===== src/rtl/chain_seq_pkg.sv =====
package chain_seq_pkg;

  // Strobes from the sequencer control to the frame datapath.
  typedef struct packed {
    logic load;     // capture operands and present the first bit
    logic advance;  // present the next bit (rising serial clock)
  } seqStrobe_t;

endpackage


===== src/rtl/chain_seq_datapath.sv =====
module chain_seq_datapath
  import chain_seq_pkg::*;
#(
  parameter int NUM_DEV = 4,
  parameter int CMD_W = 8,
  parameter int DATA_W = 16,
  parameter logic [CMD_W-1:0] NOP_CODE = '0,
  parameter int IDX_W = 2
) (
  input  logic              clk,
  input  logic              rstN,
  input  seqStrobe_t        strobe,
  input  logic [IDX_W-1:0]  targetIdx,
  input  logic [CMD_W-1:0]  cmdCode,
  input  logic [DATA_W-1:0] payload,
  output logic              sdo
);

  localparam int FRAME_W = CMD_W + DATA_W;
  localparam int BURST_W = NUM_DEV * FRAME_W;

  logic [BURST_W-1:0] burstWord;
  logic [BURST_W-1:0] shiftReg;
  logic               sdoQ;

  // Position 0 (nearest the host) sits in the most significant slot.
  for (genvar d = 0; d < NUM_DEV; d++) begin : g_slot
    assign burstWord[BURST_W-1-d*FRAME_W -: FRAME_W] =
      (targetIdx == IDX_W'(d)) ? {cmdCode, payload}
                               : {NOP_CODE, {DATA_W{1'b0}}};
  end

  always_ff @(posedge clk or negedge rstN) begin
    if (!rstN) begin
      shiftReg <= '0;
      sdoQ     <= 1'b0;
    end else if (strobe.load) begin
      shiftReg <= burstWord;
      sdoQ     <= burstWord[BURST_W-1];
    end else if (strobe.advance) begin
      sdoQ     <= shiftReg[BURST_W-1];
      shiftReg <= {shiftReg[BURST_W-2:0], 1'b0};
    end
  end

  assign sdo = sdoQ;

endmodule


===== src/rtl/chain_seq_ctrl.sv =====
module chain_seq_ctrl
  import chain_seq_pkg::*;
#(
  parameter int TOTAL_BITS = 96,
  parameter int HALF_CYC = 3,
  parameter int GUARD_CYC = 5
) (
  input  logic       clk,
  input  logic       rstN,
  input  logic       start,
  output seqStrobe_t strobe,
  output logic       csN,
  output logic       sclk,
  output logic       done
);

  localparam int CNT_MAX = (HALF_CYC > GUARD_CYC) ? HALF_CYC : GUARD_CYC;
  localparam int CNT_W = $clog2(CNT_MAX + 1);
  localparam int BIT_W = $clog2(TOTAL_BITS + 1);

  typedef enum logic [2:0] {
    ST_IDLE, ST_LOW, ST_HIGH, ST_TAIL, ST_GUARD
  } seqState_t;

  seqState_t        state;
  logic [CNT_W-1:0] phaseCnt;
  logic [BIT_W-1:0] bitCnt;
  logic             halfEnd;
  logic             guardEnd;

  assign halfEnd  = (phaseCnt == CNT_W'(HALF_CYC - 1));
  assign guardEnd = (phaseCnt == CNT_W'(GUARD_CYC - 1));

  always_comb begin
    strobe.load    = (state == ST_IDLE) && start;
    strobe.advance = (state == ST_LOW) && halfEnd;
  end

  always_ff @(posedge clk or negedge rstN) begin
    if (!rstN) begin
      state    <= ST_IDLE;
      phaseCnt <= '0;
      bitCnt   <= '0;
      csN      <= 1'b1;
      sclk     <= 1'b0;
      done     <= 1'b0;
    end else begin
      done <= 1'b0;
      case (state)
        ST_IDLE: begin
          if (start) begin
            state    <= ST_LOW;
            phaseCnt <= '0;
            bitCnt   <= '0;
            csN      <= 1'b0;
          end
        end
        ST_LOW: begin
          if (halfEnd) begin
            phaseCnt <= '0;
            sclk     <= 1'b1;
            state    <= ST_HIGH;
          end else begin
            phaseCnt <= phaseCnt + 1'b1;
          end
        end
        ST_HIGH: begin
          if (halfEnd) begin
            phaseCnt <= '0;
            sclk     <= 1'b0;
            if (bitCnt == BIT_W'(TOTAL_BITS - 1)) begin
              state <= ST_TAIL;
            end else begin
              bitCnt <= bitCnt + 1'b1;
              state  <= ST_LOW;
            end
          end else begin
            phaseCnt <= phaseCnt + 1'b1;
          end
        end
        ST_TAIL: begin
          if (halfEnd) begin
            phaseCnt <= '0;
            csN      <= 1'b1;
            state    <= ST_GUARD;
          end else begin
            phaseCnt <= phaseCnt + 1'b1;
          end
        end
        ST_GUARD: begin
          if (guardEnd) begin
            phaseCnt <= '0;
            done     <= 1'b1;
            state    <= ST_IDLE;
          end else begin
            phaseCnt <= phaseCnt + 1'b1;
          end
        end
        default: state <= ST_IDLE;
      endcase
    end
  end

endmodule


===== src/rtl/chain_write_seq.sv =====
module chain_write_seq
  import chain_seq_pkg::*;
#(
  parameter int NUM_DEV = 4,
  parameter int HALF_CYC = 3,
  parameter int GUARD_CYC = 5,
  parameter int CMD_W = 8,
  parameter int DATA_W = 16,
  parameter logic [CMD_W-1:0] NOP_CODE = '0,
  localparam int IDX_W = (NUM_DEV > 1) ? $clog2(NUM_DEV) : 1,
  localparam int TOTAL_BITS = NUM_DEV * (CMD_W + DATA_W)
) (
  input  logic              clk,
  input  logic              rstN,
  input  logic              start,
  input  logic [IDX_W-1:0]  targetIdx,
  input  logic [CMD_W-1:0]  cmdCode,
  input  logic [DATA_W-1:0] payload,
  output logic              csN,
  output logic              sclk,
  output logic              sdo,
  output logic              done
);

  seqStrobe_t seqStrobe;

  chain_seq_ctrl #(
    .TOTAL_BITS(TOTAL_BITS),
    .HALF_CYC(HALF_CYC),
    .GUARD_CYC(GUARD_CYC)
  ) i_ctrl (
    .clk(clk), .rstN(rstN), .start(start),
    .strobe(seqStrobe), .csN(csN), .sclk(sclk), .done(done)
  );

  chain_seq_datapath #(
    .NUM_DEV(NUM_DEV), .CMD_W(CMD_W), .DATA_W(DATA_W),
    .NOP_CODE(NOP_CODE), .IDX_W(IDX_W)
  ) i_datapath (
    .clk(clk), .rstN(rstN), .strobe(seqStrobe),
    .targetIdx(targetIdx), .cmdCode(cmdCode), .payload(payload),
    .sdo(sdo)
  );

endmodule


===== config.mk =====
export PLATFORM = sky130hd
export DESIGN_NAME = chain_write_seq
export DESIGN_NICKNAME = d
export VERILOG_FILES = /design/src/rtl/chain_seq_pkg.sv /design/src/rtl/chain_seq_datapath.sv /design/src/rtl/chain_seq_ctrl.sv /design/src/rtl/chain_write_seq.sv
export SDC_FILE = /design/constraint.sdc
export NUM_CORES = 1
export LEC_CHECK = 0
export BUFFER_PORTS_ARGS = -buffer_cell sky130_fd_sc_hd__buf_2
export CORE_MARGIN = 4
export CORE_UTILIZATION = 50
export CTS_BUF_LIST = sky130_fd_sc_hd__clkbuf_16
export DETAILED_ROUTE_END_ITERATION = 8
export GPL_TIMING_DRIVEN = 0
export PLACE_DENSITY_LB_ADDON = 0.15
export SYNTH_ARGS = -nofsm -noshare
export SYNTH_HDL_FRONTEND = slang
export SYNTH_SLANG_ARGS = --single-unit

===== constraint.sdc =====
create_clock -name clk -period 3.8 [get_ports clk]
set_input_delay 0.38 -clock clk [delete_from_list [all_inputs] [get_ports clk]]
set_output_delay 0.38 -clock clk [all_outputs]
set_load 0.05 [all_outputs]

==> results.txt, run 1 <==
ANT cells = 0
Routed WL = 14100 µm
Initial Utilization = 51.8%
GRT overflow = 0
Setup crit start kind = register
GR Util met2 = 36.5%
unique cell type count in the Yosys netlist = 40
main flop type after synthesis = dfrtp_1
sequential area share after synthesis = 52.4%
CTS tree = yes
Num CTS Buffers = 17
most frequent cells in the layout = dfrtp_1, nor2_1, nand2_1, a31oi_1, nand3_1
Buffers on Ports = 32
crit path DAT = 2.37 ns
Max clock buf depth = 2
Worst Hold Class = in2reg
Design Power = 5.36 mW
initial antenna violation count = 0
Final Hold Viols = 0
fin crit share = 53.3%
# IOs = 33
met1 Use GR = 30.6%
power per cell area = 850 mW/mm²
NumNets Final = 704
synthesized flop and latch total = 113
Pleak = 2.82 nW
syn avg cell area = 8.73 µm²
detailed-route DRC error count = 0
row cnt = 37
total of max-cap violations = 0
most common cell after layout, fill and taps aside = dfrtp_1
synthesis-to-layout area growth = 16.8%
RSZ-0062 raised after global routing = false
Syn. warnings = 0
cell area after synthesis = 0.00539 mm²
via count = 4845
setup violators final = 0
worst setup margin = 1.78 ns
Starting DRT DRC Count = 433
core area = 0.0104 mm²
minimum clock period = 2.02 ns
Crit Path Class = reg2reg
clk slew on worst S/H paths = 0.05 ns
Clock Latency Late Sink = 0.42 ns
CTS sink count = 113
Final ANT Viol Nets = 0
vias in the first global route = 4672
largest net degree at the start of global routing = 90
Async S/R FF share, synth = 100%
wire per inst = 17.2 µm
GR Layer Usage met3 = 5.54%
final core occ = 60.5%
skew final = 0.00690 ns
layout cells sized above 1 = 14.5%
Avg Vias per Cell = 5.92
overall global routing resource usage = 23.1%
Critical Path RT = 4.15 ns
Final Slew Violations = 0
hpwl dp = 9920 µm
WHS = 0.251 ns
worst vdd ir = 0.462 mV
Post-Synthesis Net Count = 651
max frequency = 494 MHz
chip height = 112 µm
global routing's busiest layer = met2
H-tree levels = 4
cts repair resizes = 0
worst-margin pin slew = 0.578 ns
Post-Synthesis Cells = 618
DR pass1 iterations = 6
Die X = 112 µm
Post-synth EDFFs = 0
status = finished, final reports clean
Max Fanout on Critical Path = 7
CTS Root Cell = clkbuf_16
relative slew slack = 61.4%
die outline area = 0.0125 mm²
setup_tns = 0 ns
Critical Path End Type = register
GPL Wtd Cong = 0.843
pre-CTS setup slack = 1.79 ns
global-route wire length before repair = 23200 µm
## through the flow
| stage | area (µm²) | std cells |
|---|---|---|
| after floorplan | 5390 | 618 |
| after global placement | 5720 | 786 |
| after detailed placement | 5760 | 787 |
| after CTS | 6300 | 818 |
| after global routing | 6300 | 818 |
| final | 6300 | 818 |
## state kept, by name (all words and copies together) (netlist names)
signal	count
i_ctrl.phaseCnt	3
i_datapath.sdo	1
i_ctrl.sclk	1
i_ctrl.state	3
i_ctrl.csN	1
i_ctrl.done	1
i_datapath.shiftReg	96
i_ctrl.bitCnt	7
## worst max-delay path, stage by stage, from the launching register on
cell and delay, ns:
dfrtp_1 0.41, inv_1 0.10, ha_1 0.19, nor2b_1 0.41, a21oi_1 0.19, or4_1 0.52, a21oi_1 0.15
## synthesized netlist by cell type, types with 2 or more instances
master	number	area, µm²
mux2i_1	4	40.0
nor3_1	4	20.0
nor2_1	108	405
ha_1	4	50.1
a21oi_1	31	155
nand2_1	88	330
buf_2	29	145
dfrtp_1	112	2800
and3_1	2	12.5
buf_4	2	15.0
a21o_1	2	15.0
inv_1	6	22.5
or2_2	3	18.8
a31oi_1	73	457
o21bai_1	2	15.0
a22oi_1	24	180
nor2b_1	4	25.0
nand3_1	72	360
o21ai_0	6	30.0
o31ai_1	2	15.0
clkbuf_1	21	78.8
## layout make-up
type / instances / area (µm²)
Buffer: 53 / 250
Clock buffer: 17 / 425
Clock inverter: 13 / 108
Fill cell: 891 / 4120
Inverter: 6 / 22.5
Multi-Input combinational cell: 446 / 2290
Sequential cell: 113 / 2830
Tap cell: 136 / 170
Timing Repair Buffer: 34 / 204
## power by group
| group | switching [mW] | internal [mW] |
|---|---|---|
| Combinational | 1.14 | 0.711 |
| Clock | 0.527 | 0.931 |
| Sequential | 0.304 | 1.74 |
## path summary, 6_finish.rpt
check,startpoint,end,slack [ns],cells after the start
worst max-delay path,i_ctrl.phaseCnt[0],i_ctrl.bitCnt[3],1.78,6
worst min-delay path,payload[0],i_datapath.shiftReg[0],0.25,3
worst max register to register,i_ctrl.phaseCnt[0],i_ctrl.bitCnt[3],1.78,6
worst min register to register,i_ctrl.csN,i_ctrl.csN,0.51,2
max in group asynchronous,rstN,i_datapath.shiftReg[83],2.70,3
min in group asynchronous,rstN,i_ctrl.bitCnt[1],0.38,2
## routing by layer
| layer | share of wire, % | vias up | wire length (µm) |
|---|---|---|---|
| met3 | 5.3 | 27 | 753 |
| li1 | - | 2270 | - |
| met2 | 49 | 146 | 6840 |
| met4 | 1.9 | 0 | 269 |
| met5 | 0 | - | 0 |
| met1 | 44 | 2402 | 6220 |
## logic make-up after synthesis
kind of cell / count (synthesis) / share of synthesized area, %
compound gates: 144 / 16.7
xor+xnor: 1 / 0.162
fa+ha+maj: 4 / 0.928
buf+inv: 59 / 5.06
flops: 113 / 52.4
mux: 5 / 0.951
simple gates: 292 / 23.7
## repair_timing
item                                   in CTS  in global routing
hold buffers                                1                  0
endpoints found under the hold margin      24                  0
setup buffers                               0                  0
Note: power is estimated with default switching activity, not from simulation.
==> inputs of run 2 (changes only) <==
Settings changed: ABC_AREA from default to 1.
Clock period 3.8 ns to 1.72 ns, I/O delays scaled along.
==> run 2 against run 1 <==
Non-clock buffer count increased by 6. Flip-flop and latch count unchanged. Combinational power increased to 2.9 times the previous value. Clock-buffer cell count unchanged.
==> results.txt, run 2 <==
DR pass1 iterations = 5 (-1)
Post-synth EDFFs = 0 (unchanged)
sw power = 5.22 mW (+160%)
setup violators final = 0 (unchanged)
detailed-route DRC error count = 0 (unchanged)
combinational power share = 40.7% (+6.2 points)
max frequency = 597 MHz (+21%)
Clock Latency Late Sink = 0.42 ns (about the same)
cell with the most instances after synthesis = nand2_1
CTS tree = yes
CTS sink count = 113 (unchanged)
fin crit share = 97.4% (+44 points)
Setup crit start kind = register
Post-Synthesis Net Count = 906 (+39%)
overall global routing resource usage = 23.6% (+0.49 points)
most common cell after layout, fill and taps aside = nand2_1
Seq pwr share = 33.1% (-5.1 points)
unique cell type count in the Yosys netlist = 23 (-43%)
internal power = 8.01 mW (+140%)
ANT cells = 0 (unchanged)
synthesis-to-layout area growth = 18.8%
Synth Area in XOR/XNOR = 0.144% (-0.018 points)
GPL Wtd Cong = 0.872 (+3.5%)
setup_tns = 0 ns (unchanged)
Die X = 118 µm (+5.6%)
crit path DAT = 2.02 ns (-0.35 ns)
Async S/R FF share, synth = 100% (unchanged)
Critical Path RT = 2.07 ns (-2.08 ns)
via count = 5577 (+15%)
CTS Root Cell = clkbuf_16
flop2flop setup slack = 0.05 ns (-1.73 ns)
synth cell count leaders = nand2_1, dfrtp_1, inv_1
pre-CTS setup slack = -0.256 ns (-2.04 ns)
Clk pwr share = 26.1% (-1.1 points)
Final ANT Viol Nets = 0 (unchanged)
Buffers on Ports = 32 (unchanged)
largest net degree at the start of global routing = 85 (-5.6%)
Num CTS Buffers = 17 (unchanged)
HP Start = targetIdx[0]
Critical Path End Type = register
Synth area leader = dfrtp_1
Synth Area in Compound Gates = 9.11% (-7.6 points)
Worst Hold Class = in2reg
synth top area cells = dfrtp_1, nand2_1, o21ai_0, nand3_1, inv_1
chip height = 118 µm (+5.6%)
wire per inst = 14.3 µm (-17%)
GRT overflow = 0 (unchanged)
worst-margin pin slew = 0.510 ns (-0.0685 ns)
worst reg2reg path startpoint = i_ctrl.phaseCnt[0]
worst vdd ir = 0.929 mV (+100%)
Sw Share = 39.4% (+2.7 points)
Hold EP = i_datapath.shiftReg[0]
Avg Vias per Cell = 5.11 (-14%)
initial antenna violation count = 0 (unchanged)
hpwl dp = 10400 µm (+5.4%)
NumNets Final = 969 (+38%)
RSZ-0062 raised after global routing = true
Max Fanout on Critical Path = 10 (+3)
Design Power = 13.2 mW (+150%)
worst reg2reg path endpoint = i_datapath.shiftReg[7]
Starting DRT DRC Count = 502 (+16%)
skew final = 0.00766 ns (+0.000760 ns)
Regs by FF count = i_datapath.shiftReg (96), i_ctrl.bitCnt (7)
clk slew on worst S/H paths = 0.05 ns (about the same)
main flop type after synthesis = dfrtp_1
sequential area share after synthesis = 46.6% (-5.8 points)
total of max-cap violations = 0 (unchanged)
WHS = 0.0828 ns (-0.168 ns)
H-tree levels = 4 (unchanged)
Pleak = 4.01 nW (+42%)
layout cells sized above 1 = 13.1% (-1.4 points)
hold path cells = 3 (unchanged)
main combinational cell family by area after synthesis = simple AND/OR/NAND/NOR gates
Final Slew Violations = 0 (unchanged)
Post-Synth Adder-Cell Area = 0.825% (-0.10 points)
relative slew slack = 66.0% (+4.6 points)
top cell type's share of synthesized area = 46.2% (-5.8 points)
syn avg cell area = 6.95 µm² (-20%)
worst setup margin = 0.0453 ns (-1.73 ns)
cell area after layout = 0.00721 mm² (+14%)
dpl cells = 1049 (+33%)
DP Area = 0.00644 mm² (+12%)
power per cell area = 1840 mW/mm² (+120%)
Simple-Gate Fraction of Synth Area = 32.0% (+8.3 points)
mux share of post-synthesis cell area = 0% (-0.95 points)
Crit Path Class = reg2reg
# IOs = 33 (unchanged)
R2R cell count = 11 (+5)
Initial Utilization = 52.0% (+0.25 points)
Max clock buf depth = 2 (unchanged)
global-route wire length before repair = 26600 µm (+15%)
die outline area = 0.0140 mm² (+12%)
max FFs per register = 96 (unchanged)
cell area after synthesis = 0.00607 mm² (+13%)
Reg with most FFs = i_datapath.shiftReg
synthesized flop and latch total = 113 (unchanged)
final core occ = 61.8% (+1.3 points)
most frequent cells in the layout = nand2_1, inv_1, dfrtp_1, o21ai_0, nand3_1
Routed WL = 15600 µm (+11%)
core area = 0.0117 mm² (+12%)
Final Hold Viols = 0 (unchanged)
vias in the first global route = 5414 (+16%)
minimum clock period = 1.67 ns (-0.349 ns)
status = finished, final reports clean
Non-Filler Instances = 1092 (+33%)
Post-Synthesis Cells = 873 (+41%)
Syn. warnings = 0 (unchanged)
row cnt = 39 (+5.4%)
## run 2: layer usage
metal | vias up | routed length [µm] | GRT usage, %
met2 | 147 | 7200 | 36.3
met4 | 0 | 392 | 9.52
met5 | - | 0 | 0
met1 | 2577 | 7200 | 32.5
li1 | 2819 | - | -
met3 | 34 | 842 | 5.44
## run 2: worst max path at each step
| stage | to | slack, ns | depth (start not counted) | startpoint |
|---|---|---|---|---|
| after CTS | i_datapath.shiftReg[23] | 0.002 | 8 | i_ctrl.state[2] |
| after global routing | i_datapath.shiftReg[32] | -0.07 | 11 | i_ctrl.phaseCnt[0] |
| after global placement | i_datapath.shiftReg[31] | -0.95 | 1 | rstN |
| final | i_datapath.shiftReg[7] | 0.05 | 11 | i_ctrl.phaseCnt[0] |
| after detailed placement | i_datapath.shiftReg[90] | -0.26 | 10 | i_ctrl.phaseCnt[0] |
| after floorplan | i_datapath.shiftReg[82] | 0.16 | 10 | i_ctrl.phaseCnt[0] |
## run 2: critical path: stages, from the launching register on
cell and delay, ns:
dfrtp_1 0.36, inv_2 0.06, ha_1 0.18, inv_1 0.09
nor2_4 0.05, inv_1 0.07, nor2_1 0.05, nor2_2 0.26
buf_6 0.17, buf_4 0.17, nand2_1 0.07, nand2_1 0.08
## run 2: area by class of cell
| type | instances | area, µm² |
|---|---|---|
| Sequential cell | 113 | 2830 |
| Fill cell | 1072 | 4450 |
| Buffer | 49 | 325 |
| Inverter | 114 | 428 |
| Multi-Input combinational cell | 597 | 2590 |
| Timing Repair Buffer | 44 | 279 |
| Tap cell | 143 | 179 |
| Clock inverter | 15 | 149 |
| Clock buffer | 17 | 425 |
## run 2: power by group through the flow
stage	Clock, mW	Combinational, mW	Sequential (mW)
global route	3.66	6.21	4.53
detailed placement	0	4.97	4.37
floorplan	0	3.71	4.36
finish	3.46	5.39	4.38
global placement	0	4.87	4.36
CTS	3.51	5.10	4.36
## run 2: cell families after synthesis
group                      after synthesis
AOI/OAI and AO/OA                      110
xor gates and xnor gates                 1
adders and majority gates                4
buffers and inverters                  164
DFF                                    113
and+or+nand+nor                        481
## run 2: repair_timing
action | 4_1_cts | 5_1_grt
buffers inserted | 2 | 7
gates resized for setup | 8 | 40
hold endpoints to repair | 29 | 0
cloned | 1 | 1
pin swaps | 2 | 2
setup endpoints to repair | 98 | 98
hold buffers | 1 | 0
